`config.mk`:
```
export PLATFORM = sky130hd
export DESIGN_NAME = sdram_cmd_issuer
export DESIGN_NICKNAME = d
export VERILOG_FILES = /design/src/rtl/sdram_cmd_pkg.sv /design/src/rtl/sdram_bank_table.sv /design/src/rtl/sdram_cmd_decode.sv /design/src/rtl/sdram_cmd_issuer.sv
export SDC_FILE = /design/constraint.sdc
export NUM_CORES = 1
export LEC_CHECK = 0
export BUFFER_PORTS_ARGS = -buffer_cell sky130_fd_sc_hd__buf_2
export CAP_MARGIN = 20
export CELL_PAD_IN_SITES_DETAIL_PLACEMENT = 0
export CELL_PAD_IN_SITES_GLOBAL_PLACEMENT = 1
export CORE_UTILIZATION = 33
export DETAILED_ROUTE_END_ITERATION = 6
export GPL_TIMING_DRIVEN = 0
export PLACE_DENSITY = 0.77
export SYNTH_ARGS = -nofsm -noshare
export SYNTH_HDL_FRONTEND = slang
export SYNTH_SLANG_ARGS = --single-unit
```
`constraint.sdc`:
```
create_clock -name clk -period 2 [get_ports clk]
set_input_delay 0.3 -clock clk [delete_from_list [all_inputs] [get_ports clk]]
set_output_delay 0.3 -clock clk [all_outputs]
set_load 0.01 [all_outputs]
```
`src/rtl/sdram_cmd_pkg.sv`:
```
package sdram_cmd_pkg;

  typedef enum logic [2:0] {
    OP_MODE     = 3'd0,
    OP_ACT      = 3'd1,
    OP_READ     = 3'd2,
    OP_WRITE    = 3'd3,
    OP_PRE_ONE  = 3'd4,
    OP_PRE_ALL  = 3'd5,
    OP_REFRESH  = 3'd6,
    OP_SELF     = 3'd7
  } req_op_e;

  // {cs_n, ras_n, cas_n, we_n}
  typedef enum logic [3:0] {
    PIN_MRS  = 4'b0000,
    PIN_REF  = 4'b0001,
    PIN_PRE  = 4'b0010,
    PIN_ACT  = 4'b0011,
    PIN_WR   = 4'b0100,
    PIN_RD   = 4'b0101,
    PIN_DESL = 4'b1111
  } pin_cmd_e;

  localparam int ALLBANK_BIT = 10;
  localparam int MODE_BITS   = 7;

  // Low seven mode bits: latency, interleave flag, burst-of-two code.
  function automatic logic [MODE_BITS-1:0] mode_low_bits(input logic [2:0] cas_lat);
    return {cas_lat, 1'b1, 3'b001};
  endfunction

  function automatic logic cas_lat_ok(input logic [2:0] cas_lat);
    return cas_lat != 3'b000;
  endfunction

endpackage

```
`src/rtl/sdram_bank_table.sv`:
```
module sdram_bank_table #(
  parameter int BANK_W = 2,
  parameter int ADDR_W = 13,
  localparam int BANKS = 1 << BANK_W
) (
  input  logic                     clk,
  input  logic                     rst_n,
  input  logic                     upd_en,
  input  logic [BANK_W-1:0]        sel_bank,
  input  logic [ADDR_W-1:0]        row_in,
  input  logic                     set_open,
  input  logic                     clr_one,
  input  logic                     clr_all,
  output logic [BANKS-1:0]         open_vec,
  output logic [BANKS*ADDR_W-1:0]  row_flat
);

  for (genvar b = 0; b < BANKS; b++) begin : g_bank
    logic              open_q;
    logic [ADDR_W-1:0] row_q;
    logic              hit;

    assign hit = upd_en && (sel_bank == BANK_W'(b));

    always_ff @(posedge clk) begin
      if (!rst_n) begin
        open_q <= 1'b0;
        row_q  <= '0;
      end else if (upd_en && clr_all) begin
        open_q <= 1'b0;
      end else if (hit && clr_one) begin
        open_q <= 1'b0;
      end else if (hit && set_open) begin
        open_q <= 1'b1;
        row_q  <= row_in;
      end
    end

    assign open_vec[b] = open_q;
    assign row_flat[b*ADDR_W +: ADDR_W] = row_q;
  end

endmodule

```
`src/rtl/sdram_cmd_decode.sv`:
```
module sdram_cmd_decode
  import sdram_cmd_pkg::*;
#(
  parameter int BANK_W = 2,
  parameter int ADDR_W = 13,
  localparam int BANKS = 1 << BANK_W
) (
  input  logic [2:0]         op,
  input  logic [BANK_W-1:0]  bank,
  input  logic [ADDR_W-1:0]  addr,
  input  logic [2:0]         cas_lat,
  input  logic [BANKS-1:0]   open_vec,
  input  logic               in_self,
  output pin_cmd_e           cmd,
  output logic [ADDR_W-1:0]  ma_out,
  output logic [BANK_W-1:0]  ba_out,
  output logic               legal,
  output logic               set_open,
  output logic               clr_one,
  output logic               clr_all,
  output logic               self_enter,
  output logic               self_exit
);

  logic bank_open;
  assign bank_open = open_vec[bank];

  always_comb begin
    cmd        = PIN_DESL;
    ma_out     = '0;
    ba_out     = '0;
    legal      = 1'b1;
    set_open   = 1'b0;
    clr_one    = 1'b0;
    clr_all    = 1'b0;
    self_enter = 1'b0;
    self_exit  = 1'b0;
    if (in_self) begin
      if (op == OP_SELF) begin
        self_exit = 1'b1;
        clr_all   = 1'b1;
      end else begin
        legal = 1'b0;
      end
    end else begin
      case (op)
        OP_MODE: begin
          if (cas_lat_ok(cas_lat)) begin
            cmd                      = PIN_MRS;
            ma_out[MODE_BITS-1:0]    = mode_low_bits(cas_lat);
          end else begin
            legal = 1'b0;
          end
        end
        OP_ACT: begin
          if (!bank_open) begin
            cmd      = PIN_ACT;
            ma_out   = addr;
            ba_out   = bank;
            set_open = 1'b1;
          end else begin
            legal = 1'b0;
          end
        end
        OP_READ, OP_WRITE: begin
          if (bank_open) begin
            cmd                 = (op == OP_READ) ? PIN_RD : PIN_WR;
            ma_out              = addr;
            ma_out[ALLBANK_BIT] = 1'b0;
            ba_out              = bank;
          end else begin
            legal = 1'b0;
          end
        end
        OP_PRE_ONE: begin
          cmd     = PIN_PRE;
          ba_out  = bank;
          clr_one = 1'b1;
        end
        OP_PRE_ALL: begin
          cmd                 = PIN_PRE;
          ma_out[ALLBANK_BIT] = 1'b1;
          clr_all             = 1'b1;
        end
        OP_REFRESH: cmd = PIN_REF;
        default: begin
          cmd        = PIN_REF;
          self_enter = 1'b1;
        end
      endcase
    end
  end

endmodule

```
`src/rtl/sdram_cmd_issuer.sv`:
```
module sdram_cmd_issuer
  import sdram_cmd_pkg::*;
#(
  parameter int BANK_W = 2,
  parameter int ADDR_W = 13
) (
  input  logic              clk,
  input  logic              rst_n,
  input  logic              req_valid,
  input  logic [2:0]        req_op,
  input  logic [BANK_W-1:0] req_bank,
  input  logic [ADDR_W-1:0] req_addr,
  input  logic [2:0]        req_cas_lat,
  output logic              req_ready,
  output logic              err,
  output logic              cs_n,
  output logic              ras_n,
  output logic              cas_n,
  output logic              we_n,
  output logic              cke,
  output logic [ADDR_W-1:0] ma,
  output logic [BANK_W-1:0] ba
);

  localparam int BANKS = 1 << BANK_W;

  // Named internal events, also observed by the bound checker.
  logic                    accept;
  logic [BANKS-1:0]        bank_open;
  logic [BANKS*ADDR_W-1:0] open_rows;
  logic                    in_self_q;

  pin_cmd_e          dec_cmd;
  logic [ADDR_W-1:0] dec_ma;
  logic [BANK_W-1:0] dec_ba;
  logic dec_legal, dec_set, dec_clr_one, dec_clr_all, dec_enter, dec_exit;

  pin_cmd_e          pins_q;
  logic [ADDR_W-1:0] ma_q;
  logic [BANK_W-1:0] ba_q;
  logic              cke_q, ready_q, err_q;

  assign accept = req_valid && ready_q;

  sdram_cmd_decode #(.BANK_W(BANK_W), .ADDR_W(ADDR_W)) dec_i (
    .op         (req_op),
    .bank       (req_bank),
    .addr       (req_addr),
    .cas_lat    (req_cas_lat),
    .open_vec   (bank_open),
    .in_self    (in_self_q),
    .cmd        (dec_cmd),
    .ma_out     (dec_ma),
    .ba_out     (dec_ba),
    .legal      (dec_legal),
    .set_open   (dec_set),
    .clr_one    (dec_clr_one),
    .clr_all    (dec_clr_all),
    .self_enter (dec_enter),
    .self_exit  (dec_exit)
  );

  sdram_bank_table #(.BANK_W(BANK_W), .ADDR_W(ADDR_W)) tbl_i (
    .clk      (clk),
    .rst_n    (rst_n),
    .upd_en   (accept && dec_legal),
    .sel_bank (req_bank),
    .row_in   (req_addr),
    .set_open (dec_set),
    .clr_one  (dec_clr_one),
    .clr_all  (dec_clr_all),
    .open_vec (bank_open),
    .row_flat (open_rows)
  );

  always_ff @(posedge clk) begin
    if (!rst_n) begin
      pins_q    <= PIN_DESL;
      ma_q      <= '0;
      ba_q      <= '0;
      cke_q     <= 1'b1;
      ready_q   <= 1'b1;
      err_q     <= 1'b0;
      in_self_q <= 1'b0;
    end else begin
      pins_q  <= PIN_DESL;
      ma_q    <= '0;
      ba_q    <= '0;
      err_q   <= 1'b0;
      ready_q <= !accept;
      if (accept) begin
        if (dec_legal) begin
          pins_q <= dec_cmd;
          ma_q   <= dec_ma;
          ba_q   <= dec_ba;
          if (dec_enter) begin
            cke_q     <= 1'b0;
            in_self_q <= 1'b1;
          end
          if (dec_exit) begin
            cke_q     <= 1'b1;
            in_self_q <= 1'b0;
          end
        end else begin
          err_q <= 1'b1;
        end
      end
    end
  end

  assign {cs_n, ras_n, cas_n, we_n} = pins_q;
  assign ma        = ma_q;
  assign ba        = ba_q;
  assign cke       = cke_q;
  assign req_ready = ready_q;
  assign err       = err_q;

endmodule

```
==> results of run 1 <==
cells by family after synthesis:
kind of cell / after synthesis / synth area share [%]
compound gates: 23 / 17.72
xor+xnor: 1 / 0.8325
buf+inv: 7 / 3.448
flops: 27 / 51.37
mux: 2 / 3.091
simple gates: 45 / 23.54
worst max-delay path by stage:
stage / endpoint / slack, ns
final: ma[6] / 0.28
after global placement: ma[12] / 0.13
after floorplan: ma[6] / 0.40
after detailed placement: ma[8] / 0.11
after CTS: ma[8] / 0.27
after global routing: ma[8] / 0.18
cells in the final DEF, fill, tap and decap left out, types with 2 or more instances in the layout:
cell,count
nand2_1,6
a22o_1,2
nand2b_1,2
o21ai_0,5
o21a_1,2
nor3_1,5
nor2b_1,2
nand3_1,2
dfxtp_1,27
and3_1,2
a21o_1,2
and2_1,7
a211oi_1,2
buf_2,47
clkbuf_4,3
clkbuf_1,4
nor2_1,11
o221a_2,3
per-layer routing:
metal / share of wire, % / GRT usage, %
met1: 47 / 17.97
met2: 43 / 21.35
met3: 8.7 / 2.857
met4: 1.0 / 5.102
met5: 0 / 0
power by group:
group | internal [mW] | switching (mW)
logic | 0.0466 | 0.0568
registers | 0.550 | 0.00353
clock network | 0.0781 | 0.146
cell type report:
cell class	instances	area, um2	area share [%]
Sequential cell	27	540.5	39.78
Multi-Input combinational cell	71	475.5	34.99
Timing Repair Buffer	45	225.2	16.57
Tap cell	44	55.05	4.052
Buffer	6	32.53	2.394
Clock buffer	4	26.28	1.934
Inverter	1	3.754	0.2762
through the flow:
step | instances | setup slack (ns) | power (mW)
detailed placement | 194 | 0.1107 | 0.6683
floorplan | 105 | 0.3982 | 0.6182
CTS | 198 | 0.2685 | 0.8959
global route | 198 | 0.1831 | 0.9314
global placement | 194 | 0.1259 | 0.6669
finish | 198 | 0.2785 | 0.8807
worst max-delay path, delay by kind of cell (launching register included):
| family | cells | cell delay (ns) |
|---|---|---|
| flip-flops | 1 | 0.33 |
| multiplexers | 2 | 0.71 |
| buffers and inverters | 1 | 0.19 |
| AND/OR/NAND/NOR | 1 | 0.31 |
| AO/OA/AOI/OAI | 1 | 0.12 |
registers in the layout, summed over array words and instances (netlist names):
name,count
ba,2
err,1
in_self_q,1
req_ready,1
cke,1
pins_q,4
tbl_i.g_bank.open_q,4
ma,13
==> impl_metrics.env, run 1 <==
export IMPL_status="completed"
export IMPL_syn_area_mm2=0.001052
export IMPL_portBuffers=45
export IMPL_worst_setup_path_start_kind="flop"
export IMPL_synthTopCellsByCount="dfxtp_1, nor2_1, and2_1"
export IMPL_path_cells="mux4_2 > mux2i_1 > nor4_2 > buf_6 > a22o_4"
export IMPL_place_area_mm2=0.001333
export IMPL_r2r_end="ma[6]"
export IMPL_synth_cell_types=37
export IMPL_min_path_type="in -> reg"
export IMPL_first_global_vias=841
export IMPL_power_density_mw_per_mm2=648.1
export IMPL_ys_ff_latch=27
export IMPL_synth_seq_area_share_pct=51.37
export IMPL_hold_end="ma[0]"
export IMPL_wl_mm=2.141
export IMPL_synth_async_reset_ratio_pct=0
export IMPL_worst_pin_slew_ns=0.5103
export IMPL_yosys_warnings=0
export IMPL_numCtsBuffers=3
export IMPL_die_x_um=58.47
export IMPL_slew_limit_headroom_pct=65.67
export IMPL_maxCapViolCount=0
export IMPL_syn_to_final_growth_pct=29.13
export IMPL_holdBufCountCts=0
export IMPL_drive_gt1_share_pct=37.66
export IMPL_synth_top_cell_by_area="dfxtp_1"
export IMPL_grt_max_degree=15
export IMPL_gp_congestion=0.7911
export IMPL_skew_ns=0.007756
export IMPL_r2r_start="tbl_i.g_bank[3].open_q"
export IMPL_fin_crit_sh_pct=86.08
export IMPL_grt_pass1_wl_mm=3.560
export IMPL_setup_viol=0
export IMPL_syn_area_per_cell_um2=10.02
export IMPL_cts_sinks=27
export IMPL_synth_area_leaders="dfxtp_1, and2_1, nor2_1, o221a_2, nor3_1"
export IMPL_htree_levels=1
export IMPL_cts_setup_buffers=0
export IMPL_min_path_cells=2
export IMPL_synth_most_common_cell="dfxtp_1"
export IMPL_rows=20
export IMPL_diodes=0
export IMPL_synth_edf_count=0
export IMPL_fin_area_mm2=0.001359
export IMPL_drc=0
export IMPL_start_util_pct=34.75
export IMPL_yosysTopAreaCellShare_pct=51.37
export IMPL_clockBufferDepth=2
export IMPL_hold_ws_ns=0.1629
export IMPL_p_leak_nw=0.6424
export IMPL_vias_per_cell=4.646
export IMPL_antenna_found_initial=0
export IMPL_cts_root_buf="clkbuf_4"
export IMPL_synth_ff_type="dfxtp_1"
export IMPL_period_minus_slack_ns=1.722
export IMPL_clkTransAtPathRegs_ns=0.13
export IMPL_die_height_um=58.47
export IMPL_cts_tree="yes"
export IMPL_reg2reg_slack_ns=0.28
export IMPL_vdd_drop_max_v=0.0002025
export IMPL_die_area_mm2=0.003419
export IMPL_slowest_stage="mux4_2"
export IMPL_crit_path_max_incr_delay_ns=0.54
export IMPL_syn_inst=105
export IMPL_hpwl_mm=1.680
export IMPL_rsz0062_at_grt="false"
export IMPL_crit_type="reg -> reg"
export IMPL_critPathRequiredTime_ns=2.27
export IMPL_antenna_left=0
export IMPL_grt_usage_pct=13.44
export IMPL_dr_pass1_iters=4
export IMPL_r2r_cells=5
export IMPL_setup_worst_path_end_class="flop"
export IMPL_hold_start="req_addr[0]"
export IMPL_critPathMaxFanout=10
export IMPL_setup_tns_ns=0
export IMPL_clkLatencyLatePin_ns=0.32
export IMPL_grt_remaining_overflow=0
export IMPL_arrival_ns=1.99
export IMPL_crit_path_start="tbl_i.g_bank[3].open_q"
export IMPL_timing_fmax_ghz=0.5809
export IMPL_num_io_pins=46
export IMPL_hold_viol_final=0
export IMPL_num_nets_final=179
export IMPL_synth_fp_nets=129
export IMPL_drt_iter0_drc=25
export IMPL_cts_resized=0
export IMPL_num_fill_cells=312
export IMPL_wl_per_cell_um=10.81
export IMPL_dr_total_vias=920
export IMPL_slew_viol_final=0
export IMPL_final_util_pct=44.88
export IMPL_core_mm2=0.003028
Power figures use the tool's default switching activity.
==> run 2, diff against run 1 <==
--- a/config.mk
+++ b/config.mk
@@ -5,14 +5,14 @@
 export SDC_FILE = /design/constraint.sdc
 export NUM_CORES = 1
 export LEC_CHECK = 0
-export BUFFER_PORTS_ARGS = -buffer_cell sky130_fd_sc_hd__buf_2
 export CAP_MARGIN = 20
 export CELL_PAD_IN_SITES_DETAIL_PLACEMENT = 0
 export CELL_PAD_IN_SITES_GLOBAL_PLACEMENT = 1
-export CORE_UTILIZATION = 33
+export CORE_UTILIZATION = 40
 export DETAILED_ROUTE_END_ITERATION = 6
+export DONT_BUFFER_PORTS = 1
 export GPL_TIMING_DRIVEN = 0
-export PLACE_DENSITY = 0.77
+export PLACE_DENSITY = 0.71
 export SYNTH_ARGS = -nofsm -noshare
 export SYNTH_HDL_FRONTEND = slang
 export SYNTH_SLANG_ARGS = --single-unit
==> run 2 against run 1 <==
  * Register-to-register slack lost 0.03 ns
  * Power fell by 3.9%
  * Global-route usage rose by 1.6 points
  * Utilization increased by 0.33 points
  * Largest cell class unchanged
  * Largest power group unchanged
==> impl_metrics.env, run 2 (synthesized netlist as in run 1, its figures left out) <==
export IMPL_p_leak_nw=0.4466
export IMPL_hpwl_mm=1.509
export IMPL_worst_setup_path_start_kind="flop"
export IMPL_layout_common_cells="dfxtp_1, nor2_1, and2_1"
export IMPL_pwr_share_seq_pct=66.2
export IMPL_core_mm2=0.002477
export IMPL_clkLatencyLatePin_ns=0.32
export IMPL_fin_area_mm2=0.001120
export IMPL_wl_per_cell_um=13.65
export IMPL_pwr_share_clk_pct=27.1
export IMPL_fin_crit_sh_pct=87.47
export IMPL_rsz0062_at_grt="false"
export IMPL_start_util_pct=42.47
export IMPL_cts_setup_buffers=0
export IMPL_power_density_mw_per_mm2=756.0
export IMPL_die_x_um=53.29
export IMPL_drive_gt1_share_pct=12.84
export IMPL_holdBufCountCts=0
export IMPL_critPathRequiredTime_ns=2.27
export IMPL_clockBufferDepth=2
export IMPL_ff_latch_area_um2=540.5
export IMPL_multiInputGateArea_um2=475.5
export IMPL_syn_to_final_growth_pct=6.421
export IMPL_grt_max_degree=17
export IMPL_antenna_found_initial=0
export IMPL_skew_ns=0.005989
export IMPL_drc=0
export IMPL_grt_pass1_wl_mm=3.022
export IMPL_antenna_left=0
export IMPL_gr_usage_met1_pct=20.00
export IMPL_use_met2_pct=22.50
export IMPL_slew_limit_headroom_pct=68.93
export IMPL_p_switching_mw=0.1958
export IMPL_maxCapViolCount=0
export IMPL_num_fill_cells=244
export IMPL_period_minus_slack_ns=1.749
export IMPL_num_nets_final=134
export IMPL_grt_usage_pct=15.02
export IMPL_status="completed"
export IMPL_switching_share_pct=23.13
export IMPL_arrival_ns=2.02
export IMPL_p_comb_share_pct=6.7
export IMPL_drt_iter0_drc=15
export IMPL_pre_cts_ws_ns=0.2480
export IMPL_largest_register_ffs=13
export IMPL_busiest_layer="met2"
export IMPL_die_height_um=53.29
export IMPL_rows=18
export IMPL_setup_tns_ns=0
export IMPL_met3_usage_pct=3.736
export IMPL_setup_viol=0
export IMPL_dr_pass1_iters=6
export IMPL_place_area_mm2=0.001090
export IMPL_vias_per_cell=5.633
export IMPL_final_util_pct=45.20
export IMPL_cell_internal_pwr_mw=0.6508
export IMPL_setup_ws_ns=0.2505
export IMPL_clkTransAtPathRegs_ns=0.14
export IMPL_worst_pin_slew_ns=0.4619
export IMPL_cts_resized=0
export IMPL_cts_root_buf="clkbuf_4"
export IMPL_dr_total_vias=783
export IMPL_layout_commonest_cell="dfxtp_1"
export IMPL_grt_remaining_overflow=0
export IMPL_cts_tree="yes"
export IMPL_hold_viol_final=0
export IMPL_num_io_pins=46
export IMPL_cts_sinks=27
export IMPL_setup_worst_path_end_class="flop"
export IMPL_slew_viol_final=0
export IMPL_diodes=0
export IMPL_first_global_vias=693
export IMPL_timing_fmax_ghz=0.5716
export IMPL_portBuffers=0
export IMPL_die_area_mm2=0.002840
export IMPL_min_path_type="in -> reg"
export IMPL_numCtsBuffers=3
export IMPL_gp_congestion=0.7882
export IMPL_critPathMaxFanout=10
export IMPL_wl_mm=1.897
export IMPL_vdd_drop_max_v=0.0003374
export IMPL_crit_type="reg -> reg"
export IMPL_htree_levels=1
## run 2: path summary, 6_finish.rpt
kind	startpoint	end	slack, ns	depth (start not counted)
max	tbl_i.g_bank[3].open_q	ma[9]	0.25	5
min	rst_n	cke	0.06	1
max reg2reg	tbl_i.g_bank[3].open_q	ma[9]	0.25	5
min reg2reg	tbl_i.g_bank[0].open_q	tbl_i.g_bank[0].open_q	0.53	1
## run 2: worst max-delay path, stage by stage, from the launching register on
cell	delay (ns)
dfxtp_1	0.34
mux4_2	0.54
mux2i_1	0.17
nor4_2	0.34
buf_6	0.20
and2_1	0.12
## run 2: cell type report
| cell class | instances | share of cell area, % |
|---|---|---|
| buffer | 6 | 2.905 |
| clock buffer | 3 | 2.011 |
| clock inverter | 1 | 0.6704 |
| inverter | 1 | 0.3352 |
| multi-input combinational | 71 | 42.46 |
| sequential | 27 | 48.27 |
| tap | 30 | 3.352 |
## run 2: power groups by stage
stage / sequential (mW) / combinational (mW) / clock (mW)
6_report: 0.560 / 0.0569 / 0.229
5_1_grt: 0.562 / 0.0658 / 0.264
4_1_cts: 0.561 / 0.0575 / 0.243
3_5_place_dp: 0.572 / 0.0573 / 0
3_3_place_gp: 0.572 / 0.0567 / 0
2_1_floorplan: 0.571 / 0.0472 / 0
## run 2: metrics by stage
| stage | hold WS [ns] | instances | power, mW |
|---|---|---|---|
| floorplan | 0.3762 | 105 | 0.6182 |
| global placement | 0.3837 | 135 | 0.6287 |
| detailed placement | 0.3898 | 135 | 0.6296 |
| CTS | 0.04746 | 139 | 0.8614 |
| global route | 0.02729 | 139 | 0.8919 |
| finish | 0.05531 | 139 | 0.8466 |
## run 2: metal layers
| layer | wire length [um] | vias up |
|---|---|---|
| li1 | - | 384 |
| met1 | 840 | 355 |
| met2 | 824 | 42 |
| met3 | 216 | 2 |
| met4 | 15 | 0 |
| met5 | 0 | - |
